`src/rtl/prog_seq_pkg.sv`:
```
package prog_seq_pkg;

    localparam int PHASE_W = 5;

    typedef enum logic [PHASE_W-1:0] {
        PH_IDLE      = 5'd0,
        PH_UV_WAIT   = 5'd1,
        PH_RAISE     = 5'd2,
        PH_SETTLE    = 5'd3,
        PH_PROG      = 5'd4,
        PH_ERASE     = 5'd5,
        PH_LOCK      = 5'd6,
        PH_DROP      = 5'd7,
        PH_OFF       = 5'd8,
        PH_RE_UV     = 5'd9,
        PH_RE_RAISE  = 5'd10,
        PH_RE_SETTLE = 5'd11,
        PH_READ      = 5'd12,
        PH_FIN_DROP  = 5'd13,
        PH_DONE      = 5'd14,
        PH_ERR_DROP  = 5'd15,
        PH_ERR       = 5'd16
    } phase_e;

    typedef struct packed {
        logic sup;
        logic bus;
        logic busy;
        logic done;
    } drive_t;

    function automatic int max_of(input int a, input int b);
        return (a > b) ? a : b;
    endfunction

    function automatic drive_t phase_drive(input phase_e p);
        drive_t d;
        d.sup  = !(p inside {PH_IDLE, PH_OFF, PH_DONE, PH_ERR});
        d.bus  = (p inside {PH_SETTLE, PH_PROG, PH_ERASE, PH_LOCK,
                            PH_RE_SETTLE, PH_READ});
        d.busy = !(p inside {PH_IDLE, PH_DONE, PH_ERR});
        d.done = (p == PH_DONE);
        return d;
    endfunction

    // Interval counter keeps running from raise into settle (combined minimum)
    function automatic logic keeps_count(input phase_e cur, input phase_e nxt);
        return (cur == PH_RAISE && nxt == PH_SETTLE) ||
               (cur == PH_RE_RAISE && nxt == PH_RE_SETTLE);
    endfunction

endpackage

```
`src/rtl/prog_tick_gen.sv`:
```
module prog_tick_gen #(
    parameter int TICK_DIV = 250000
) (
    input  logic clk,
    input  logic rst,
    output logic tick
);
    generate
        if (TICK_DIV <= 1) begin : g_every
            assign tick = 1'b1;
        end else begin : g_div
            localparam int DW = $clog2(TICK_DIV);
            logic [DW-1:0] div_q;
            assign tick = (div_q == DW'(TICK_DIV - 1));
            always_ff @(posedge clk) begin
                if (rst)       div_q <= '0;
                else if (tick) div_q <= '0;
                else           div_q <= div_q + 1'b1;
            end
        end
    endgenerate
endmodule

```
`src/rtl/prog_ivl_cnt.sv`:
```
module prog_ivl_cnt #(
    parameter int CNT_W = 8
) (
    input  logic             clk,
    input  logic             rst,
    input  logic             clr,
    input  logic             tick,
    output logic [CNT_W-1:0] cnt
);
    logic sat;
    assign sat = &cnt;

    always_ff @(posedge clk) begin
        if (rst)               cnt <= '0;
        else if (clr)          cnt <= '0;
        else if (tick && !sat) cnt <= cnt + 1'b1;
    end
endmodule

```
`src/rtl/prog_seq_fsm.sv`:
```
module prog_seq_fsm
    import prog_seq_pkg::*;
#(
    parameter int CNT_W         = 8,
    parameter int RAISE_TICKS   = 5,
    parameter int SETTLE_TICKS  = 60,
    parameter int ERASE_TICKS   = 40,
    parameter int OFF_TICKS     = 10,
    parameter int GAP_TICKS     = 1,
    parameter int TIMEOUT_TICKS = 2000
) (
    input  logic             clk,
    input  logic             rst,
    input  logic             start,
    input  logic             uv_ok,
    input  logic             comm_done,
    input  logic [CNT_W-1:0] cnt,
    output logic             cnt_clr,
    output phase_e           phase_q
);
    localparam logic TMO_EN = (TIMEOUT_TICKS > 0);

    phase_e nxt;
    logic   over_raise, over_settle, over_erase, over_off, over_gap, tmo;

    // Strictly greater: the partial tick at entry is never counted
    assign over_raise  = cnt > CNT_W'(RAISE_TICKS);
    assign over_settle = cnt > CNT_W'(SETTLE_TICKS);
    assign over_erase  = cnt > CNT_W'(ERASE_TICKS);
    assign over_off    = cnt > CNT_W'(OFF_TICKS);
    assign over_gap    = cnt > CNT_W'(GAP_TICKS);
    assign tmo         = TMO_EN && (cnt > CNT_W'(TIMEOUT_TICKS));

    always_comb begin
        nxt = phase_q;
        unique case (phase_q)
            PH_IDLE, PH_DONE, PH_ERR: if (start) nxt = PH_UV_WAIT;
            PH_UV_WAIT:   if (uv_ok)       nxt = PH_RAISE;
            PH_RAISE:     if (over_raise)  nxt = PH_SETTLE;
            PH_SETTLE:    if (over_settle) nxt = PH_PROG;
            PH_PROG: begin
                if (comm_done) nxt = PH_ERASE;
                else if (tmo)  nxt = PH_ERR_DROP;
            end
            PH_ERASE:     if (over_erase)  nxt = PH_LOCK;
            PH_LOCK: begin
                if (comm_done) nxt = PH_DROP;
                else if (tmo)  nxt = PH_ERR_DROP;
            end
            PH_DROP:      if (over_gap)    nxt = PH_OFF;
            PH_OFF:       if (over_off)    nxt = PH_RE_UV;
            PH_RE_UV:     if (uv_ok)       nxt = PH_RE_RAISE;
            PH_RE_RAISE:  if (over_raise)  nxt = PH_RE_SETTLE;
            PH_RE_SETTLE: if (over_settle) nxt = PH_READ;
            PH_READ: begin
                if (comm_done) nxt = PH_FIN_DROP;
                else if (tmo)  nxt = PH_ERR_DROP;
            end
            PH_FIN_DROP:  if (over_gap)    nxt = PH_DONE;
            PH_ERR_DROP:  if (over_gap)    nxt = PH_ERR;
            default:                       nxt = PH_IDLE;
        endcase
    end

    assign cnt_clr = (nxt != phase_q) && !keeps_count(phase_q, nxt);

    always_ff @(posedge clk) begin
        if (rst) phase_q <= PH_IDLE;
        else     phase_q <= nxt;
    end
endmodule

```
`src/rtl/prog_pwr_seq.sv`:
```
module prog_pwr_seq
    import prog_seq_pkg::*;
#(
    parameter int TICK_DIV      = 250000,
    parameter int RAISE_TICKS   = 5,
    parameter int SETTLE_TICKS  = 60,
    parameter int ERASE_TICKS   = 40,
    parameter int OFF_TICKS     = 10,
    parameter int GAP_TICKS     = 1,
    parameter int TIMEOUT_TICKS = 2000
) (
    input  logic               clk,
    input  logic               rst,
    input  logic               start,
    input  logic               uv_ok,
    input  logic               comm_done,
    output logic               sup_en,
    output logic               bus_rel,
    output logic [PHASE_W-1:0] phase,
    output logic               busy,
    output logic               done
);
    localparam int MAX_T = max_of(max_of(max_of(RAISE_TICKS, SETTLE_TICKS),
                                         max_of(ERASE_TICKS, OFF_TICKS)),
                                  max_of(GAP_TICKS, TIMEOUT_TICKS));
    localparam int CNT_W = $clog2(MAX_T + 2);

    logic             tick;
    logic             cnt_clr;
    logic [CNT_W-1:0] cnt;
    phase_e           ph;
    drive_t           drv;

    prog_tick_gen #(.TICK_DIV(TICK_DIV)) tick_i (
        .clk (clk),
        .rst (rst),
        .tick(tick)
    );

    prog_ivl_cnt #(.CNT_W(CNT_W)) cnt_i (
        .clk (clk),
        .rst (rst),
        .clr (cnt_clr),
        .tick(tick),
        .cnt (cnt)
    );

    prog_seq_fsm #(
        .CNT_W        (CNT_W),
        .RAISE_TICKS  (RAISE_TICKS),
        .SETTLE_TICKS (SETTLE_TICKS),
        .ERASE_TICKS  (ERASE_TICKS),
        .OFF_TICKS    (OFF_TICKS),
        .GAP_TICKS    (GAP_TICKS),
        .TIMEOUT_TICKS(TIMEOUT_TICKS)
    ) fsm_i (
        .clk      (clk),
        .rst      (rst),
        .start    (start),
        .uv_ok    (uv_ok),
        .comm_done(comm_done),
        .cnt      (cnt),
        .cnt_clr  (cnt_clr),
        .phase_q  (ph)
    );

    assign drv     = phase_drive(ph);
    assign sup_en  = drv.sup;
    assign bus_rel = drv.bus;
    assign busy    = drv.busy;
    assign done    = drv.done;
    assign phase   = ph;
endmodule

```
`config.mk`:
```
export PLATFORM = sky130hd
export DESIGN_NAME = prog_pwr_seq
export DESIGN_NICKNAME = d
export VERILOG_FILES = /design/src/rtl/prog_seq_pkg.sv /design/src/rtl/prog_tick_gen.sv /design/src/rtl/prog_ivl_cnt.sv /design/src/rtl/prog_seq_fsm.sv /design/src/rtl/prog_pwr_seq.sv
export SDC_FILE = /design/constraint.sdc
export NUM_CORES = 1
export LEC_CHECK = 0
export BUFFER_PORTS_ARGS = -buffer_cell sky130_fd_sc_hd__buf_2
export CAP_MARGIN = 20
export CORE_ASPECT_RATIO = 2
export CORE_MARGIN = 4
export CORE_UTILIZATION = 35
export CTS_CLUSTER_DIAMETER = 40
export CTS_CLUSTER_SIZE = 14
export DETAILED_ROUTE_END_ITERATION = 8
export PLACE_DENSITY = 0.49
export REMOVE_ABC_BUFFERS = 1
export SLEW_MARGIN = 20
export SYNTH_ARGS = -nofsm -noshare
export SYNTH_HDL_FRONTEND = slang
export SYNTH_HIERARCHICAL = 1
export SYNTH_SLANG_ARGS = --single-unit
```
`constraint.sdc`:
```
create_clock -name clk -period 3 [get_ports clk]
set_input_delay 0.6 -clock clk [delete_from_list [all_inputs] [get_ports clk]]
set_output_delay 0.6 -clock clk [all_outputs]
set_load 0.02 [all_outputs]
```
==> results of run 1 <==
cells in the final DEF, fill, tap and decap left out, types with 4 or more instances in the layout:
cell,count
nand4_1,9
clkbuf_16,5
nor3_1,16
nor4_1,12
or3_1,5
buf_2,13
and3_1,4
inv_1,11
buf_4,12
a31oi_1,5
nand2b_1,4
nor2_1,38
o21ai_0,8
xnor2_1,14
a21oi_1,12
nand2_1,19
nand3_1,20
dfxtp_1,34
layer usage:
metal	wire length, microns	up-vias
met5	0	-
met4	293	0
met3	168	22
met2	3690	54
met1	2110	1052
li1	-	1065
final cells by class:
| cell class | count | area, sq um |
|---|---|---|
| fillers | 636 | 3540 |
| repair buffers | 25 | 155 |
| inverters | 11 | 41.3 |
| well taps | 63 | 78.8 |
| clock buffers | 7 | 133 |
| flip-flops and latches | 34 | 681 |
| multi-input cells | 222 | 1380 |
cells by family (layout without fill, tap and decap cells):
logic type,Yosys count,count (layout),share of synthesized area
flip-flops,34,34,0.317
AO/OA/AOI/OAI,58,58,0.204
AND/OR/NAND/NOR,144,144,0.350
buffers and inverters,21,43,0.0437
adder cells (fa/ha/maj),2,2,0.0116
multiplexers,1,1,0.00466
XOR/XNOR,17,17,0.0693
critical path, cell delays in order (launching register included):
cell	delay, ps
dfxtp_1	440
nor3_1	390
nand4_1	140
a2111oi_0	670
a211o_1	220
nor2_1	80
a211oi_2	210
nor2_1	70
buf_4	160
nand3_1	80
o21ai_0	110
sequential cells by signal (all words and copies together) (netlist names):
register	cells
fsm_i/phase_q	5
cnt_i/cnt	11
tick_i/g_div.div_q	18
worst paths after layout:
check | startpoint | endpoint | slack, ps | cells after the start
min reg2reg | tick_i/g_div.div_q[17] | tick_i/g_div.div_q[17] | 490 | 2
min | tick_i/g_div.div_q[17] | tick_i/g_div.div_q[17] | 490 | 2
max | cnt_i/cnt[3] | cnt_i/cnt[1] | 260 | 10
max reg2reg | cnt_i/cnt[3] | cnt_i/cnt[1] | 260 | 10
power groups by stage:
stage / Combinational (mW) / Sequential, mW / Clock, mW
finish: 0.0962 / 0.474 / 0.482
global placement: 0.0966 / 0.483 / 0
CTS: 0.0973 / 0.474 / 0.499
global route: 0.107 / 0.475 / 0.516
floorplan: 0.0536 / 0.486 / 0
detailed placement: 0.0970 / 0.483 / 0
==> impl_metrics.yaml, run 1 <==
run_status:
  status: "finished clean"
synth:
  synth-seq-cells: 34
  syn_inst: 277
  synth-seq-area-share: 0.317
  synthArstFlopShare: 0
  synth-edff-count: 0
  synthDistinctLibCells: 58
  ys.flop_type: "dfxtp_1"
  yosysWarnings: 6
  synthTopCellsByArea: "dfxtp_1 (32%), nor2_1 (6.6%), xnor2_1 (5.7%), nand3_1 (4.7%), nor3_1 (3.7%)"
  synth_top_area_share: 0.317
  synth_commonest_cells: "nor2_1 (38), dfxtp_1 (34), nand3_1 (20)"
  yosys.area.top_type: "dfxtp_1"
  syn_area_sq_um: 2150
  synthMostInstantiatedCell: "nor2_1"
  synth.avg_cell_area_sq_um: 7.76
die:
  coreArea_sq_um: 6010
  die_area_sq_um: 7540
  start_util: 0.358
  die_w_microns: 63.4
  io_pins: 14
  die_h_microns: 119
  num_rows: 40
placed_design:
  post-dp-hpwl_microns: 4820
  place_ws_ps: 344
  portBuffers: 13
  place_congestion: 0.909
  dp.cells: 355
  place_area_sq_um: 2330
final_layout:
  drive_gt1_frac: 0.151
  diodes: 0
  final_area_sq_um: 2460
  area_growth_pct: 14.6
  layout.cells.non_filler: 362
  finalCoreUtilization: 0.410
  fin_nets: 306
worst_setup_path:
  startpoint_type: "register"
  cp_max_fo: 13
  cp.required_ps: 3110
  criticalPathCategory: "register to register"
  worst_ep_arrival_time_ps: 2840
  worst_setup_path_end_kind: "register"
clocking:
  clockRootBuffer: "clkbuf_16"
  cts_buffers: 5
  cts.sinks: 34
  path_clk_slew_ps: 50
  cts_buffer_depth: 2
  cts_tree: "built"
  holdBufCountCts: 0
  post_cts_resized: 0
  postCtsSetupBuffers: 0
  htreeDepth: 2
  insertion_delay_ps: 280
global_routing:
  antenna_found_initial: 0
  grt_start_max_net_pins: 20
  grt_pass1_wl_microns: 10500
  overflow: 0
  busiest_layer: "met2"
  use_met3: 0.0292
  grt_pass1_vias: 2186
  grt_util_met1: 0.159
  track_usage: 0.179
  use_met2: 0.356
pwr:
  p_sw_frac: 0.239
  leakage_nw: 0.888
  power_density_nw_per_um2: 427
  vdd_drop_max_mv: 0.466
  p_int_mw: 0.801
  power.switching_mw: 0.252
  power_mw: 1.05
  p_comb_frac: 0.091
  p_clk_frac: 0.458
  p_seq_frac: 0.450
drt:
  first_iter_violations: 159
  viasPerCell: 6.06
  vias: 2193
  wl_microns: 6260
  dr.pass1.iters: 4
  drc: 0
  ant_nets: 0
  wire_per_inst_microns: 17.3
sta:
  hold_viol: 0
  min_period_over_period: 0.912
  finalHoldWorstSlack_ps: 489
  setup_viol: 0
  setup_tns_ps: 0
  min_period_ps: 2740
  drv_slew: 0
  slew_headroom: 0.382
  worst_pin_slew_ps: 918
  rsz0062_at_grt: "false"
  skew_ps: 6.97
  worst_slack_ps: 264
  fmax_ghz: 0.365
run:
  maxCapViolCount: 0
min_path:
  worstHoldPathType: "register to register"
Power figures use the tool's default switching activity.
==> run 2: changes to the inputs <==
--- a/config.mk
+++ b/config.mk
@@ -8,12 +8,13 @@
 export BUFFER_PORTS_ARGS = -buffer_cell sky130_fd_sc_hd__buf_2
 export CAP_MARGIN = 20
 export CORE_ASPECT_RATIO = 2
-export CORE_MARGIN = 4
+export CORE_MARGIN = 2
 export CORE_UTILIZATION = 35
 export CTS_CLUSTER_DIAMETER = 40
 export CTS_CLUSTER_SIZE = 14
 export DETAILED_ROUTE_END_ITERATION = 8
 export PLACE_DENSITY = 0.49
+export RECOVER_POWER = 25
 export REMOVE_ABC_BUFFERS = 1
 export SLEW_MARGIN = 20
 export SYNTH_ARGS = -nofsm -noshare
==> run 2 against run 1 <==
Net effect: setup slack better by 66 ps; die area shrank 9.5%; maximum frequency grew 2.5%; register-to-register slack better by 70 ps; non-clock buffer count grew 2; final area down 0.30%; sequential cell count stayed put; hold slack gained 2.0 ps; first-iteration DRC count shrank 25%; critical endpoint is now cnt_i/cnt[4].
==> impl_metrics.yaml, run 2 (synthesis results as in run 1) <==
clocking:
  holdBufCountCts: 0
  htreeDepth: 2
  cts_buffer_depth: 2
  path_clk_slew_ps: 50
  cts_buffers: 5
  insertion_delay_ps: 280
  postCtsSetupBuffers: 0
  post_cts_resized: 0
  cts.sinks: 34
  cts_tree: "built"
  clockRootBuffer: "clkbuf_16"
placed_design:
  place_congestion: 1.01
  post-dp-hpwl_microns: 5080
  portBuffers: 13
  place_ws_ps: 389
worst_setup_path:
  rr_endpoint: "cnt_i/cnt[4]"
  criticalPathCategory: "register to register"
  worst_setup_path_end_kind: "register"
  startpoint_type: "register"
  cp.required_ps: 3210
  r2r_cells: 9
  reg2reg_slack_ps: 330
  worst_ep_arrival_time_ps: 2880
  timing.rr.start: "fsm_i/phase_q[3]"
  cp_max_fo: 12
global_routing:
  use_met3: 0.0315
  antenna_found_initial: 0
  grt_pass1_vias: 2023
  busiest_layer: "met2"
  track_usage: 0.202
  grt_pass1_wl_microns: 10000
  grt_start_max_net_pins: 22
  use_met2: 0.375
  overflow: 0
  grt_util_met1: 0.167
drt:
  wl_microns: 6560
  vias: 2189
  drc: 0
  viasPerCell: 6.01
  first_iter_violations: 119
  dr.pass1.iters: 4
  ant_nets: 0
  wire_per_inst_microns: 18.0
sta:
  setup_viol: 0
  worst_slack_ps: 330
  skew_ps: 2.82
  worst_pin_slew_ps: 909
  setup_tns_ps: 0
  rsz0062_at_grt: "false"
  drv_slew: 0
  slew_headroom: 0.388
  fmax_ghz: 0.375
  min_period_over_period: 0.890
  hold_viol: 0
  min_period_ps: 2670
min_path:
  whs_path_depth: 2
  worstHoldPathType: "register to register"
  hold_end: "tick_i/g_div.div_q[17]"
  hp-start: "tick_i/g_div.div_q[17]"
pwr:
  leakage_nw: 0.865
  vdd_drop_max_mv: 0.452
  power_density_nw_per_um2: 428
final_layout:
  fin_nets: 308
  drive_gt1_frac: 0.140
  diodes: 0
  largestRegisters: "tick_i/g_div.div_q x18, cnt_i/cnt x11, fsm_i/phase_q x5"
  area_growth_pct: 14.3
  final_common_cell: "nor2_1"
  largest_reg_flops: 18
  most-common-layout-cells: "nor2_1 (38), dfxtp_1 (34), nand3_1 (20), nand2_1 (19), nor3_1 (16)"
  largest-register: "tick_i/g_div.div_q"
die:
  die_area_sq_um: 6820
  die_h_microns: 115
  die_w_microns: 59.4
  io_pins: 14
  coreArea_sq_um: 5960
  start_util: 0.361
  num_rows: 40
run:
  maxCapViolCount: 0
run_status:
  status: "finished clean"
-- run 2: changes by cell type in the layout (fill, tap and decap cells not counted) --
cell and change:
clkbuf_1 +5, buf_2 -3, o41ai_2 +1, o41ai_4 -1
-- run 2: layout make-up --
type	count	area, sq um
Clock buffer	7	133
Fill cell	629	3500
Inverter	11	41.3
Multi-Input combinational cell	222	1360
Sequential cell	34	681
Tap cell	63	78.8
Timing Repair Buffer	27	159
-- run 2: power breakdown --
part	switching [mW]	total (mW)	internal [mW]
clock	0.181	0.485	0.303
combinational	0.0564	0.0907	0.0343
sequential	0.0176	0.476	0.458
-- run 2: layer usage --
metal	part of all wire	wire length (microns)
met2	0.56	3680
met1	0.32	2130
met5	0	0
met3	0.030	197
met4	0.083	544
-- run 2: critical path: stages, from the launching register on --
cell and delay, ps:
dfxtp_1 590, nor2b_1 210, o21ai_0 120, a2111oi_0 650
a211o_1 190, o21a_1 140, a211oi_2 40, nor2_1 350
o21ai_0 160, a31oi_1 150
-- run 2: per-stage QoR --
stage / total power, mW / instance area [sq um] / hold WS, ps / std cells / util
6_report: 1.05 / 2460 / 491 / 364 / 0.412
5_1_grt: 1.09 / 2460 / 508 / 364 / 0.412
4_1_cts: 1.07 / 2480 / 497 / 364 / 0.416
3_5_place_dp: 0.577 / 2350 / 489 / 357 / 0.394
3_3_place_gp: 0.577 / 2350 / 476 / 357 / 0.394
2_1_floorplan: 0.539 / 2100 / 459 / 267 / -
-- run 2: worst max path at each step --
| stage | end | start |
|---|---|---|
| after floorplan | cnt_i/cnt[4] | fsm_i/phase_q[2] |
| after global placement | cnt_i/cnt[4] | fsm_i/phase_q[3] |
| after detailed placement | cnt_i/cnt[4] | fsm_i/phase_q[3] |
| after CTS | cnt_i/cnt[4] | fsm_i/phase_q[3] |
| after global routing | cnt_i/cnt[4] | fsm_i/phase_q[3] |
| final | cnt_i/cnt[4] | fsm_i/phase_q[3] |
==> run 3: changes to the inputs <==
--- a/config.mk
+++ b/config.mk
@@ -7,17 +7,18 @@
 export LEC_CHECK = 0
 export BUFFER_PORTS_ARGS = -buffer_cell sky130_fd_sc_hd__buf_2
 export CAP_MARGIN = 20
+export CELL_PAD_IN_SITES_DETAIL_PLACEMENT = 1
+export CELL_PAD_IN_SITES_GLOBAL_PLACEMENT = 1
 export CORE_ASPECT_RATIO = 2
 export CORE_MARGIN = 2
 export CORE_UTILIZATION = 35
 export CTS_CLUSTER_DIAMETER = 40
 export CTS_CLUSTER_SIZE = 14
 export DETAILED_ROUTE_END_ITERATION = 8
-export PLACE_DENSITY = 0.49
+export PLACE_DENSITY = 0.61
 export RECOVER_POWER = 25
 export REMOVE_ABC_BUFFERS = 1
 export SLEW_MARGIN = 20
 export SYNTH_ARGS = -nofsm -noshare
 export SYNTH_HDL_FRONTEND = slang
-export SYNTH_HIERARCHICAL = 1
 export SYNTH_SLANG_ARGS = --single-unit
==> run 3 against run 2 <==
Net effect: the flow now finishes with violations (design-rule violations); combinational power increased by 43%; maximum frequency fell by 5.4%; sequential cell count unchanged; clock power increased by 7.6%; count of clock-buffer cells in the layout shrank 1; sequential share of layout area is 0.69 points higher; die area decreased by 1.6%; synthesized cell count is 8.7% lower; core utilization decreased by 0.67 points; non-clock buffer count down 4; critical endpoint is now cnt_i.cnt[3].
==> impl_metrics.yaml, run 3 <==
worst_setup_path:
  cp_cell_sequence: "or4_4 > o41ai_4 > nor3_1 > a2111oi_4 > or4b_4 > a31oi_2"
  slowest_stage: "or4b_4"
  worst_ep_arrival_time_ps: 3020
  cp_max_fo: 11
  startpoint_type: "register"
  criticalPathCategory: "register to register"
  critPathMaxStageDelay_ps: 630
  worst_setup_path_end_kind: "register"
  cp.required_ps: 3200
sta:
  min_period_ps: 2820
  slew_headroom: 0.381
  skew_ps: 1.45
  worst_pin_slew_ps: 928
  drv_slew: 0
  setup_tns_ps: 0
  min_period_over_period: 0.941
  finalHoldWorstSlack_ps: 475
  fmax_ghz: 0.354
  rsz0062_at_grt: "false"
  hold_viol: 0
  setup_viol: 0
clocking:
  post_cts_resized: 0
  cts.sinks: 34
  insertion_delay_ps: 280
  clockRootBuffer: "clkbuf_16"
  path_clk_slew_ps: 50
  cts_buffers: 5
  cts_buffer_depth: 2
  cts_tree: "built"
  postCtsSetupBuffers: 0
  htreeDepth: 2
  holdBufCountCts: 0
final_layout:
  final_common_cell: "nor2_1"
  diodes: 0
  drive_gt1_frac: 0.184
  area_growth_pct: 13.3
  largestRegisters: "tick_i.g_div.div_q x18, cnt_i.cnt x11, fsm_i.phase_q x5"
  fillerInstances: 722
  most-common-layout-cells: "nor2_1 (37), dfxtp_1 (34), xor2_1 (17), nand4_1 (12), buf_2 (12)"
  layout.cells.non_filler: 329
  fin_nets: 274
  largest-register: "tick_i.g_div.div_q"
  largest_reg_flops: 18
synth:
  syn_area_sq_um: 2110
  synthMostInstantiatedCell: "nor2_1"
  synth-edff-count: 0
  synthDistinctLibCells: 53
  synthArstFlopShare: 0
  synthTopCellsByArea: "dfxtp_1 (32%), xor2_1 (7.0%), nor2_1 (6.6%), a31oi_2 (5.9%), xnor2_1 (3.7%)"
  yosys.area.top_type: "dfxtp_1"
  yosysWarnings: 0
  synth-seq-area-share: 0.322
  syn_inst: 253
  ys.flop_type: "dfxtp_1"
  synth-seq-cells: 34
  synth_commonest_cells: "nor2_1 (37), dfxtp_1 (34), xor2_1 (17)"
  synth_top_area_share: 0.322
  synth.avg_cell_area_sq_um: 8.36
pwr:
  vdd_drop_max_mv: 0.237
  power_density_nw_per_um2: 469
  power_mw: 1.12
  leakage_nw: 0.844
run_status:
  violations: "design-rule violations"
  status: "complete, but fails checks"
drt:
  ant_nets: 0
  first_iter_violations: 62
  wl_microns: 5470
  wire_per_inst_microns: 16.6
  viasPerCell: 5.70
  drc: 1
  dr.pass1.iters: 6
  vias: 1876
die:
  start_util: 0.358
  io_pins: 14
  die_area_sq_um: 6720
  die_w_microns: 59.0
  coreArea_sq_um: 5910
  die_h_microns: 114
  num_rows: 40
placed_design:
  place_congestion: 0.859
  dp.cells: 321
  portBuffers: 13
  post-dp-hpwl_microns: 3980
global_routing:
  antenna_found_initial: 0
  grt_start_max_net_pins: 19
  grt_pass1_wl_microns: 9900
  grt_pass1_vias: 1986
  track_usage: 0.188
  overflow: 0
run:
  maxCapViolCount: 0
min_path:
  worstHoldPathType: "register to register"
-- run 3: cell types whose count changed after synthesis, sizes merged, moves of 8 or more --
cell    delta
nand2      -8
xor2      +14
nand3     -12
clkbuf    +11
nor3       -8
a31oi     +10
nor4       -9
-- run 3: layer usage --
| metal | GRT usage | vias up | part of all wire | routed length (microns) |
|---|---|---|---|---|
| li1 | - | 935 | - | - |
| met1 | 0.266 | 918 | 0.47 | 2580 |
| met2 | 0.286 | 18 | 0.49 | 2690 |
| met3 | 0.0317 | 5 | 0.025 | 139 |
| met4 | 0.0591 | 0 | 0.012 | 68 |
| met5 | 0 | - | 0 | 0 |
-- run 3: final timing paths --
kind	startpoint	to	slack, ps	depth (start not counted)
worst max-delay path	cnt_i.cnt[6]	cnt_i.cnt[3]	180	6
worst min-delay path	tick_i.g_div.div_q[0]	tick_i.g_div.div_q[0]	470	1
worst max register to register	cnt_i.cnt[6]	cnt_i.cnt[3]	180	6
worst min register to register	tick_i.g_div.div_q[0]	tick_i.g_div.div_q[0]	470	1
-- run 3: layout make-up --
class	instances	area [sq um]	area share
Clock inverter	2	12.5	0.00522
Clock buffer	6	139	0.0580
Tap cell	63	78.8	0.0329
Inverter	10	37.5	0.0157
Sequential cell	34	681	0.284
Timing Repair Buffer	23	131	0.0548
Multi-Input combinational cell	191	1320	0.549
-- run 3: power by group --
group / switching [mW] / leakage, nW / internal, mW
registers: 0.0143 / 0.275 / 0.459
clock network: 0.193 / 0.0729 / 0.328
logic: 0.0834 / 0.497 / 0.0465
total: 0.291 / 0.844 / 0.834
-- run 3: worst max-delay path, delay by kind of cell, from the launching register on --
family | cells | cell delay, ps
AO/OA/AOI/OAI | 3 | 960
AND/OR/NAND/NOR | 3 | 1400
flip-flops | 1 | 380
-- run 3: through the flow --
step / utilization / area, sq um / worst slack, ps
6_report: 0.406 / 2400 / 178
5_1_grt: 0.406 / 2400 / 37.5
2_1_floorplan: - / 2030 / 120
3_3_place_gp: 0.381 / 2250 / 244
3_5_place_dp: 0.382 / 2250 / 168
4_1_cts: 0.407 / 2400 / 158
-- run 3: kinds of logic (layout without fill, tap and decap cells) --
logic type / count (synthesis) / count (layout) / synth area share
flops: 34 / 34 / 0.322
xor+xnor: 26 / 26 / 0.108
buf+inv: 28 / 41 / 0.0574
simple gates: 108 / 108 / 0.272
compound gates: 53 / 53 / 0.218
fa+ha+maj: 4 / 4 / 0.0237
